File: src/rtl/bridge_refresh_pkg.sv
// Shared types for the bootstrap refresh sequencer.
// Assumes: three sequencer states, encoded in two bits.
package bridge_refresh_pkg;
    typedef enum logic [1:0] {
        SEQ_OFF     = 2'd0,
        SEQ_REFRESH = 2'd1,
        SEQ_RUN     = 2'd2
    } seq_state_e;
endpackage

File: src/rtl/refresh_timer.sv
// Down-counter that measures the refresh interval.
// Assumes: load and dec are never asserted together. The length is
// captured on load only, so later input changes do not affect it.
module refresh_timer #(
    parameter int CNT_W = 16
) (
    input  logic             clk,
    input  logic             rst_n,
    input  logic             load,
    input  logic             dec,
    input  logic [CNT_W-1:0] len,
    output logic             last
);
    localparam logic [CNT_W-1:0] ONE = CNT_W'(1);

    logic [CNT_W-1:0] cnt_q;

    // Capture the length on load, then count down toward one.
    always_ff @(posedge clk) begin
        if (!rst_n) begin
            cnt_q <= '0;
        end else if (load) begin
            cnt_q <= len;
        end else if (dec && cnt_q != '0) begin
            cnt_q <= cnt_q - ONE;
        end
    end

    // The final refresh cycle is the one in which the count reads one.
    assign last = (cnt_q == ONE);
endmodule

File: src/rtl/seq_fsm.sv
// Off / refresh / run state machine, plus the mode indications.
// Assumes: uv and dis are already synchronous to clk. Either of them
// forces the off mode in the same cycle and sends the machine to off.
module seq_fsm #(
    parameter int CNT_W = 16
) (
    input  logic             clk,
    input  logic             rst_n,
    input  logic             uv,
    input  logic             dis,
    input  logic [CNT_W-1:0] len,
    input  logic             tmr_last,
    output logic             tmr_load,
    output logic             tmr_dec,
    output logic             mode_off,
    output logic             mode_refresh,
    output logic             mode_run
);
    import bridge_refresh_pkg::*;

    seq_state_e state_q, state_d;
    logic       abort;

    assign abort = uv | dis;

    // Next-state selection. An abort wins from every state.
    always_comb begin
        state_d = state_q;
        unique case (state_q)
            SEQ_OFF:     state_d = (len == '0) ? SEQ_RUN : SEQ_REFRESH;
            SEQ_REFRESH: if (tmr_last) state_d = SEQ_RUN;
            SEQ_RUN:     state_d = SEQ_RUN;
            default:     state_d = SEQ_OFF;
        endcase
        if (abort) state_d = SEQ_OFF;
    end

    // State register; reset places the machine in off.
    always_ff @(posedge clk) begin
        if (!rst_n) state_q <= SEQ_OFF;
        else        state_q <= state_d;
    end

    // Timer control: load when leaving off, count down while refreshing.
    assign tmr_load = (state_q == SEQ_OFF) && !abort;
    assign tmr_dec  = (state_q == SEQ_REFRESH) && !abort;

    // Mode flags. The off force is immediate and overrides the others.
    assign mode_off     = (state_q == SEQ_OFF) || abort;
    assign mode_refresh = (state_q == SEQ_REFRESH) && !abort;
    assign mode_run     = (state_q == SEQ_RUN) && !abort;
endmodule

File: src/rtl/phase_gate.sv
// Gate override for one half-bridge phase.
// Assumes: at most one mode flag is set. If none is, the gates stay off.
module phase_gate (
    input  logic mode_off,
    input  logic mode_refresh,
    input  logic mode_run,
    input  logic hi_req,
    input  logic lo_req,
    output logic hi_gate,
    output logic lo_gate
);
    // Apply the forces in order: off first, then refresh, then requests.
    always_comb begin
        hi_gate = 1'b0;
        lo_gate = 1'b0;
        if (mode_off) begin
            hi_gate = 1'b0;
            lo_gate = 1'b0;
        end else if (mode_refresh) begin
            hi_gate = 1'b0;
            lo_gate = 1'b1;
        end else if (mode_run) begin
            hi_gate = hi_req;
            lo_gate = lo_req;
        end
    end
endmodule

File: src/rtl/bridge_refresh_seq.sv
// Top level: start-up bootstrap refresh sequencer for a multi-phase bridge.
// Assumes: the per-phase requests come from dead-time logic upstream.
// This block only adds the all-off and refresh overrides.
module bridge_refresh_seq #(
    parameter int PHASES = 3,
    parameter int CNT_W  = 16
) (
    input  logic              clk,
    input  logic              rst_n,
    input  logic              uv_flag,
    input  logic              dis_in,
    input  logic [CNT_W-1:0]  rfsh_len,
    input  logic [PHASES-1:0] hi_req,
    input  logic [PHASES-1:0] lo_req,
    output logic              force_off,
    output logic              force_low_on,
    output logic              run_en,
    output logic [PHASES-1:0] hi_gate,
    output logic [PHASES-1:0] lo_gate
);
    logic tmr_load, tmr_dec, tmr_last;

    seq_fsm #(.CNT_W(CNT_W)) u_fsm (
        .clk          (clk),
        .rst_n        (rst_n),
        .uv           (uv_flag),
        .dis          (dis_in),
        .len          (rfsh_len),
        .tmr_last     (tmr_last),
        .tmr_load     (tmr_load),
        .tmr_dec      (tmr_dec),
        .mode_off     (force_off),
        .mode_refresh (force_low_on),
        .mode_run     (run_en)
    );

    refresh_timer #(.CNT_W(CNT_W)) u_tmr (
        .clk   (clk),
        .rst_n (rst_n),
        .load  (tmr_load),
        .dec   (tmr_dec),
        .len   (rfsh_len),
        .last  (tmr_last)
    );

    for (genvar p = 0; p < PHASES; p++) begin : g_phase
        phase_gate u_gate (
            .mode_off     (force_off),
            .mode_refresh (force_low_on),
            .mode_run     (run_en),
            .hi_req       (hi_req[p]),
            .lo_req       (lo_req[p]),
            .hi_gate      (hi_gate[p]),
            .lo_gate      (lo_gate[p])
        );
    end
endmodule

File: config.mk
export PLATFORM = sky130hd
export DESIGN_NAME = bridge_refresh_seq
export DESIGN_NICKNAME = d
export VERILOG_FILES = /design/src/rtl/bridge_refresh_pkg.sv /design/src/rtl/refresh_timer.sv /design/src/rtl/seq_fsm.sv /design/src/rtl/phase_gate.sv /design/src/rtl/bridge_refresh_seq.sv
export SDC_FILE = /design/constraint.sdc
export NUM_CORES = 1
export LEC_CHECK = 0
export BUFFER_PORTS_ARGS = -buffer_cell sky130_fd_sc_hd__buf_2
export CAP_MARGIN = 20
export CORE_MARGIN = 4
export CORE_UTILIZATION = 35
export CTS_CLUSTER_DIAMETER = 60
export DETAILED_ROUTE_END_ITERATION = 10
export PLACE_DENSITY_LB_ADDON = 0.05
export REMOVE_ABC_BUFFERS = 1
export SYNTH_ARGS = -nofsm -noshare
export SYNTH_HDL_FRONTEND = slang
export SYNTH_SLANG_ARGS = --single-unit
File: constraint.sdc
create_clock -name clk -period 2.5 [get_ports clk]
set_input_delay 0.375 -clock clk [delete_from_list [all_inputs] [get_ports clk]]
set_output_delay 0.375 -clock clk [all_outputs]
set_load 0.02 [all_outputs]
Word-level counts from Yosys, hierarchy flattened:

Cells that the tools add are included.

* logic and storage cells: 43
* input port bits: 26
* flip-flop bits (word level): 18

* bitwise operators: 2
* reductions and logical operators: 11
* equal/unequal tests: 4
* add/subtract/negate cells: 1
* multiplexer cells: 23

Operators with widths (number)
* $mux 16: 2
* $mux 1: 18
* $eq 16x1->1 const B: 1
* $logic_not 16->1: 1
* $reduce_bool 16->1: 1
* $sub 16x1->16 const B: 1
* $pmux 2 s3: 1
* $logic_and 1x1->1: 4
* $mux 2: 2
* $eq 2x1->1 const B: 1
* $eq 2x2->1 const B: 1
* $logic_not 2->1: 1
* $ne 2x2->1 const B: 1
* $reduce_bool 2->1: 1
* $reduce_or 2->1: 1
* $logic_not 1->1: 1
* $logic_or 1x1->1: 1
* $not 1->1: 1
* $or 1x1->1: 1

Logic depth before layout (Yosys ltp):

Gate-level depths: netlist (run 1).

* depth in word-level cells: 6
* gate-level depth with buffers: 10
* depth with buffers taken out: 7

Modules after synthesis:

Synthesis (run 1) repeated with hierarchy kept, for this count alone.

* cells, all modules: 165
* area total of the unflattened synthesis: 1321.3 um^2

Modules (own cells, without submodules)
* refresh_timer: area each 983.4 um^2, instances 1, cells each 123
* seq_fsm: area each 270.3 um^2, instances 1, cells each 30
* phase_gate: area each 22.5 um^2, instances 3, cells each 4

Worst setup path after synthesis (run 1):

Ideal clock, no wire load.

* path kind: reg-to-reg
* start: register u_fsm.state_q[1]
* end: register u_tmr.cnt_q[2]
* arrival time: 1.797 ns
* clock period less this slack: 1.912 ns
* setup slack: 0.588 ns
* setup time: 0.115 ns
* stages on the path, launching flop included: 10
* data required time: 2.385 ns
* path through: dfxtp_1 inv_1 ha_1 or3b_1 clkbuf_1 inv_1 a21oi_2 buf_2 nor2_1 o21a_1

* word-level cells in the longest chain between the ends: 4
* elaborated cells between the ends (all ways): 7
* those cells by class: eq/ne: 1; mux: 1; reduce/logical: 5

Ends and longest elaborated chain
* start, declared: RTL line seq_fsm.sv:21 `seq_state_e state_q, state_d;`
* start signal, assigned: RTL line seq_fsm.sv:41 `else state_q <= state_d;`
* $eq 2x1->1
* $logic_and 1x1->1
* named net force_low_on: RTL line bridge_refresh_seq.sv:16 `output logic force_low_on,`
* $logic_and 1x1->1: RTL line refresh_timer.sv:24 `end else if (dec && cnt_q != '0) begin`
* $reduce_bool 2->1 (no line)
* end signal, assigned: RTL line refresh_timer.sv:23 `cnt_q <= len;`
* end signal, assigned: RTL line refresh_timer.sv:25 `cnt_q <= cnt_q - ONE;`
* end, declared: RTL line refresh_timer.sv:16 `logic [CNT_W-1:0] cnt_q;`

The timed path passes the listed nets, and every way through them passes these cells.
A chain may end at the register's enable or synchronous reset.

Worst setup path in the final report (run 1):

* start: register u_tmr.cnt_q[0]
* end: register u_tmr.cnt_q[14]

* word-level cells in the longest chain between the ends: 3
* elaborated cells between the ends (all ways): 6
* those cells by class: add/sub: 1; mux: 2; reduce/logical: 3

Ends and longest elaborated chain (RTL line)
* $sub 16x1->16 / $reduce_bool 16->1 (equally long branches): refresh_timer.sv:25, refresh_timer.sv:24
* $mux 16 / $logic_and 1x1->1 (equally long branches): refresh_timer.sv:24
* $mux 16 / $reduce_bool 2->1 (equally long branches)

Parallel ways exist; a longest one is shown, timed or not. The select of a mux whose other input is x is not followed.

==> results_dict.tcl, run 1 <==
set metrics [dict create \
    status "complete, no violations" \
    die_area_um2 4960 \
    cts_tree "built" \
    start_util_pct 36.7 \
    die_x_um 70.5 \
    place_congestion 0.841 \
    synthArstFlopShare_pct 0 \
    worstPathMaxFanout 6 \
    post-route-period-util_pct 87.0 \
    wl_met2_mm 1.69 \
    skew_ps 3.42 \
    wl_met3_um 301 \
    post-route-drc-count 0 \
    top_layer "met4" \
    hpwl_mm 3.07 \
    viasPerCell 5.64 \
    grt_use_total_pct 16.4 \
    place_inst 243 \
    relSlewSlack_pct 63.3 \
    clk_pin_slew_worst_paths_ps 70 \
    ys_warn_count 0 \
    synth-edff-count 0 \
    end_kind "flop" \
    ff2ff_path_depth 7 \
    finalPower_uw 800 \
    antenna_found_initial 0 \
    grt_start_max_net_pins 18 \
    rows 22 \
    port-buffer-count 34 \
    rsz0062_at_grt "no" \
    synth_ff_type "dfxtp_1" \
    ir_worst_vdd_v 0.000248 \
    numCtsBuffers 3 \
    worstPathRequired_ps 2650 \
    hp-class "in -> reg" \
    dpl_cell_area_um2 1530 \
    wl_per_cell_um 15.9 \
    grt_pass1_wl_mm 6.51 \
    ctsHtreeMaxLevel 1 \
    finalCriticalPeriod_ps 2170 \
    setup_violations 0 \
    rr_endpoint "u_tmr.cnt_q[14]" \
    fmax_ghz 0.460 \
    ys_seq_area_share_pct 26.4 \
    die_y_um 70.5 \
    synth_cell_types 51 \
    ctsHoldBuffers 0 \
    num_vias 1392 \
    cts.path.max_buffers 2 \
    met1Wirelength_mm 1.88 \
    synth_area_um2 1370 \
    drt_iter0_markers 122 \
    drv_cap 0 \
    diodes 0 \
    p_leak_nw 0.690 \
    area_growth_pct 16.5 \
    overflow 0 \
    setup_tns_ps 0 \
    first_pass_iters 4 \
    ant_nets 0 \
    critPathKind "reg -> reg" \
    cellPowerDensity_nw_per_um2 503 \
    cts-root-buf "clkbuf_8" \
    cts.sinks 18 \
    r2r_setup_slack_ps 330 \
    syn_inst 169 \
    ys_ff_latch 18 \
    finish.net_count 232 \
    synth_area_per_cell_um2 8.08 \
    worstReg2RegStart "u_tmr.cnt_q[0]" \
    grt_pass1_vias 1340 \
    drive_above_1_share_pct 27.1 \
    crit_start "u_tmr.cnt_q[0]" \
    critPathCapture "u_tmr.cnt_q[14]" \
    fillers 397 \
    hold_viol 0 \
    core_area_um2 3720 \
    fin_cells 247 \
    worstMarginPinSlew_ps 545 \
    whs_path_depth 2 \
    cp-start-kind "flop" \
    drt_wl_total_mm 3.94 \
    cp.arrival_ps 2320 \
    postLayoutCoreUtil_pct 42.8 \
    pin_count 35 \
    maxSlewViolCount 0 \
    design_area_um2 1590 \
    clock_latency_ps 260 \
]
[layout make-up]
class                      instances  area, µm²  share of cell area (%)
timing repair buffer              37        193                    12.1
multi-input combinational        130        885                    55.6
tap                               48       60.1                    3.78
sequential                        18        360                    22.7
inverter                          10       37.5                    2.36
clock buffer                       4       55.1                    3.46
[timing repair]
| item | 4_1_cts | 5_1_grt |
|---|---|---|
| buffers inserted | 0 | 0 |
| resized for setup | 0 | 1 |
| endpoints found under the setup margin | 0 | 1 |
| endpoints found under the hold margin | 0 | 0 |
[routing by layer]
layer | track usage, % | up-vias
met3 | 2.73 | 9
met4 | 5.74 | 0
li1 | - | 684
met1 | 22.8 | 649
met5 | 0 | -
met2 | 25.3 | 50
[cell usage after synthesis (2+ instances only)]
master / n / area, µm²
a21o_1: 3 / 22.5
a21oi_1: 10 / 50.1
a222oi_1: 2 / 20.0
a22oi_1: 3 / 22.5
a31oi_1: 5 / 31.3
and2_1: 2 / 12.5
and3_1: 5 / 31.3
buf_4: 6 / 45.0
clkbuf_1: 2 / 7.51
dfxtp_1: 18 / 360
ha_1: 6 / 75.1
inv_1: 9 / 33.8
nand2_1: 14 / 52.6
nand3b_1: 2 / 15.0
nand4_1: 3 / 18.8
nor2_1: 12 / 45.0
nor3_1: 4 / 20.0
nor3b_1: 3 / 22.5
nor4_1: 8 / 50.1
o21a_1: 6 / 45.0
o21ai_0: 9 / 45.0
o22ai_1: 2 / 12.5
or2_2: 3 / 18.8
xnor2_1: 5 / 43.8
[placed cells by master (no fill, tap or decap), types with 2 or more instances in the layout]
master / n
and3_1: 5
clkbuf_8: 4
nand4_1: 3
nor3b_1: 3
buf_4: 3
nand3b_1: 2
nor3_1: 4
buf_2: 34
or2_2: 3
a22oi_1: 3
xnor2_1: 5
nor2_1: 12
inv_1: 9
nor4_1: 8
o22ai_1: 2
ha_1: 6
o21ai_0: 9
a222oi_1: 2
a31oi_1: 5
nand2_1: 14
dfxtp_1: 18
o21a_1: 6
a21oi_1: 10
a21o_1: 3
[logic make-up (layout without fill, tap and decap cells)]
group | after synthesis | in the layout | share of synthesized area, %
simple gates | 66 | 66 | 28.9
buf+inv | 21 | 51 | 8.89
compound gates | 52 | 52 | 26.4
xor+xnor | 5 | 5 | 3.21
mux | 1 | 1 | 0.733
flops | 18 | 18 | 26.4
fa+ha+maj | 6 | 6 | 5.50
[power by group]
group | switching, mW | internal [mW] | leakage (nW)
clock network | 0.111 | 0.140 | 0.0288
registers | 0.0253 | 0.304 | 0.148
logic | 0.120 | 0.0998 | 0.513
[worst min-delay path by stage]
stage                    start                to  slack, ps
2_1_floorplan  u_tmr.cnt_q[14]   u_tmr.cnt_q[14]        450
3_3_place_gp   u_tmr.cnt_q[14]   u_tmr.cnt_q[14]        470
3_5_place_dp   u_tmr.cnt_q[14]   u_tmr.cnt_q[14]        470
4_1_cts                uv_flag  u_fsm.state_q[0]        330
5_1_grt                uv_flag  u_fsm.state_q[0]        330
6_report                dis_in  u_fsm.state_q[0]        340
[critical path, cell delays in order (launching register included)]
cell     delay, ps
dfxtp_1        370
inv_1          110
ha_1           230
or3b_2         510
nor4_1         440
nand2_1        130
a21oi_1        170
o22ai_1         90
[registers in the layout, indices dropped and copies added (netlist names)]
name           count
u_tmr.cnt_q       16
u_fsm.state_q      2
[stage by stage]
stage / setup slack [ps] / hold slack (ps)
floorplan: 571 / 448
CTS: 202 / 327
global route: 142 / 334
global placement: 286 / 474
finish: 326 / 337
detailed placement: 224 / 471
(Power assumes the default switching activity.)
==> run 2: changes to the inputs <==
Settings changed: CORE_UTILIZATION 35 to 56.
Clock period 2.5 ns to 2.6 ns, I/O delays scaled along.
==> run 2 against run 1 <==
  * Register-to-register slack hardly changed
  * Cell count decreased by 8.5%
  * Total power decreased by 11%
  * Worst setup slack got worse by 11 ps
  * Via count increased by 2.8%
==> results_dict.tcl, run 2 (synthesis gave the netlist of run 1 again) <==
set metrics [dict create \
    status "complete, no violations" \
    worstHoldStart "uv_flag" \
    die_area_um2 3290 \
    crit_start "u_fsm.state_q[1]" \
    cp-start-kind "flop" \
    crit_slowest_cell "and2_1" \
    rsz0062_at_grt "no" \
    fin_cells 226 \
    antenna_found_initial 0 \
    worstMarginPinSlew_ps 626 \
    worstPathRequired_ps 2810 \
    drv_cap 0 \
    place_congestion 0.918 \
    overflow 0 \
    r2r_setup_slack_ps 310 \
    hold_viol 0 \
    viasPerCell 6.33 \
    drive_above_1_share_pct 26.3 \
    core_area_um2 2280 \
    fmax_ghz 0.438 \
    num_vias 1431 \
    hpwl_mm 2.82 \
    ant_nets 0 \
    setup_tns_ps 0 \
    setup_violations 0 \
    largest_register_ffs 16 \
    clk_pin_slew_worst_paths_ps 110 \
    finalCriticalPeriod_ps 2290 \
    worstReg2RegStart "u_fsm.state_q[1]" \
    maxSlewViolCount 0 \
    multi_input_area_um2 883 \
    relSlewSlack_pct 58.2 \
    rows 17 \
    finalPower_uw 708 \
    worstPathMaxFanout 17 \
    ctsHoldBuffers 0 \
    most-common-layout-cells "34 x buf_2, 18 x dfxtp_1, 14 x nand2_1, 12 x nor2_1, 10 x a21oi_1" \
    grt_pass1_wl_mm 5.91 \
    max_stage_delay_ps 550 \
    skew_ps 1.15 \
    drt_wl_total_mm 3.73 \
    die_y_um 57.4 \
    postLayoutCoreUtil_pct 67.6 \
    drt_iter0_markers 55 \
    grt_start_max_net_pins 18 \
    die_x_um 57.4 \
    port-buffer-count 34 \
    place_inst 222 \
    hp-class "in -> reg" \
    largest_registers "u_tmr.cnt_q x16, u_fsm.state_q x2" \
    cts-root-buf "clkbuf_4" \
    p_leak_nw 0.676 \
    post-route-period-util_pct 87.9 \
    start_util_pct 60.0 \
    ctsHtreeMaxLevel 1 \
    cts_tree "built" \
    cp_cell_sequence "inv_1, ha_1, or3b_1, nor2_4, and2_1, a21oi_1, o21a_1" \
    critPathKind "reg -> reg" \
    wl_per_cell_um 16.5 \
    clock_latency_ps 310 \
    numCtsBuffers 3 \
    ff_latch_area_um2 360 \
    ir_worst_vdd_v 0.000400 \
    post_cts.repair.setup_buffers 0 \
    post_cts_resized 0 \
    area_growth_pct 12.6 \
    end_kind "flop" \
    cts.sinks 18 \
    top_register "u_tmr.cnt_q" \
    grt_use_total_pct 22.6 \
    pin_count 35 \
    finish.net_count 231 \
    first_pass_iters 5 \
    cellPowerDensity_nw_per_um2 460 \
    post-route-drc-count 0 \
    fillers 206 \
    cp.arrival_ps 2500 \
    diodes 0 \
    grt_pass1_vias 1294 \
    final_common_cell "buf_2" \
    cts.path.max_buffers 2 \
]
-- run 2: cell count changes in the layout (fill, tap and decap cells not counted) --
cell | previous run | this run
and2_1 | 1 | 2
and2_2 | 1 | 0
buf_4 | 3 | 2
clkbuf_4 | 0 | 3
clkbuf_8 | 4 | 1
-- run 2: path summary, 6_finish.rpt --
path | end | cells after the start
setup / recovery | u_tmr.cnt_q[6] | 7
hold / removal | u_fsm.state_q[0] | 2
setup reg to reg | u_tmr.cnt_q[6] | 7
hold reg to reg | u_tmr.cnt_q[14] | 2
-- run 2: area by class of cell --
class / count / area share, %
multi-input cells: 130 / 57.4
flip-flops and latches: 18 / 23.4
repair buffers: 36 / 12.0
inverters: 10 / 2.44
clock buffers: 4 / 2.36
well taps: 28 / 2.28
-- run 2: critical path: cells and delay by family (launching register included) --
kind            cells  cell delay (ps)
buf+inv             1               80
simple gates        3             1220
flops               1              360
compound gates      2              350
fa+ha+maj           1              160
-- run 2: metrics by stage --
step           setup WS [ps]  hold slack [ps]  cell area, µm²
2_1_floorplan            671              448            1280
3_3_place_gp             441              465            1500
3_5_place_dp             394              472            1500
4_1_cts                  360              301            1540
5_1_grt                  128              294            1540
6_report                 315              294            1540
-- run 2: power breakdown --
part | switching, mW | internal [mW] | total, mW
sequential | 0.0252 | 0.292 | 0.317
combinational | 0.114 | 0.0925 | 0.207
clock | 0.0985 | 0.0856 | 0.184
total | 0.238 | 0.470 | 0.708
-- run 2: layer usage --
| layer | GRT usage (%) | vias up | part of all wire, % |
|---|---|---|---|
| met3 | 4.75 | 11 | 9.3 |
| met2 | 36.6 | 71 | 45 |
| met5 | 0 | - | 0 |
| met4 | 10.6 | 0 | 3.1 |
| met1 | 28.5 | 661 | 42 |
| li1 | - | 688 | - |
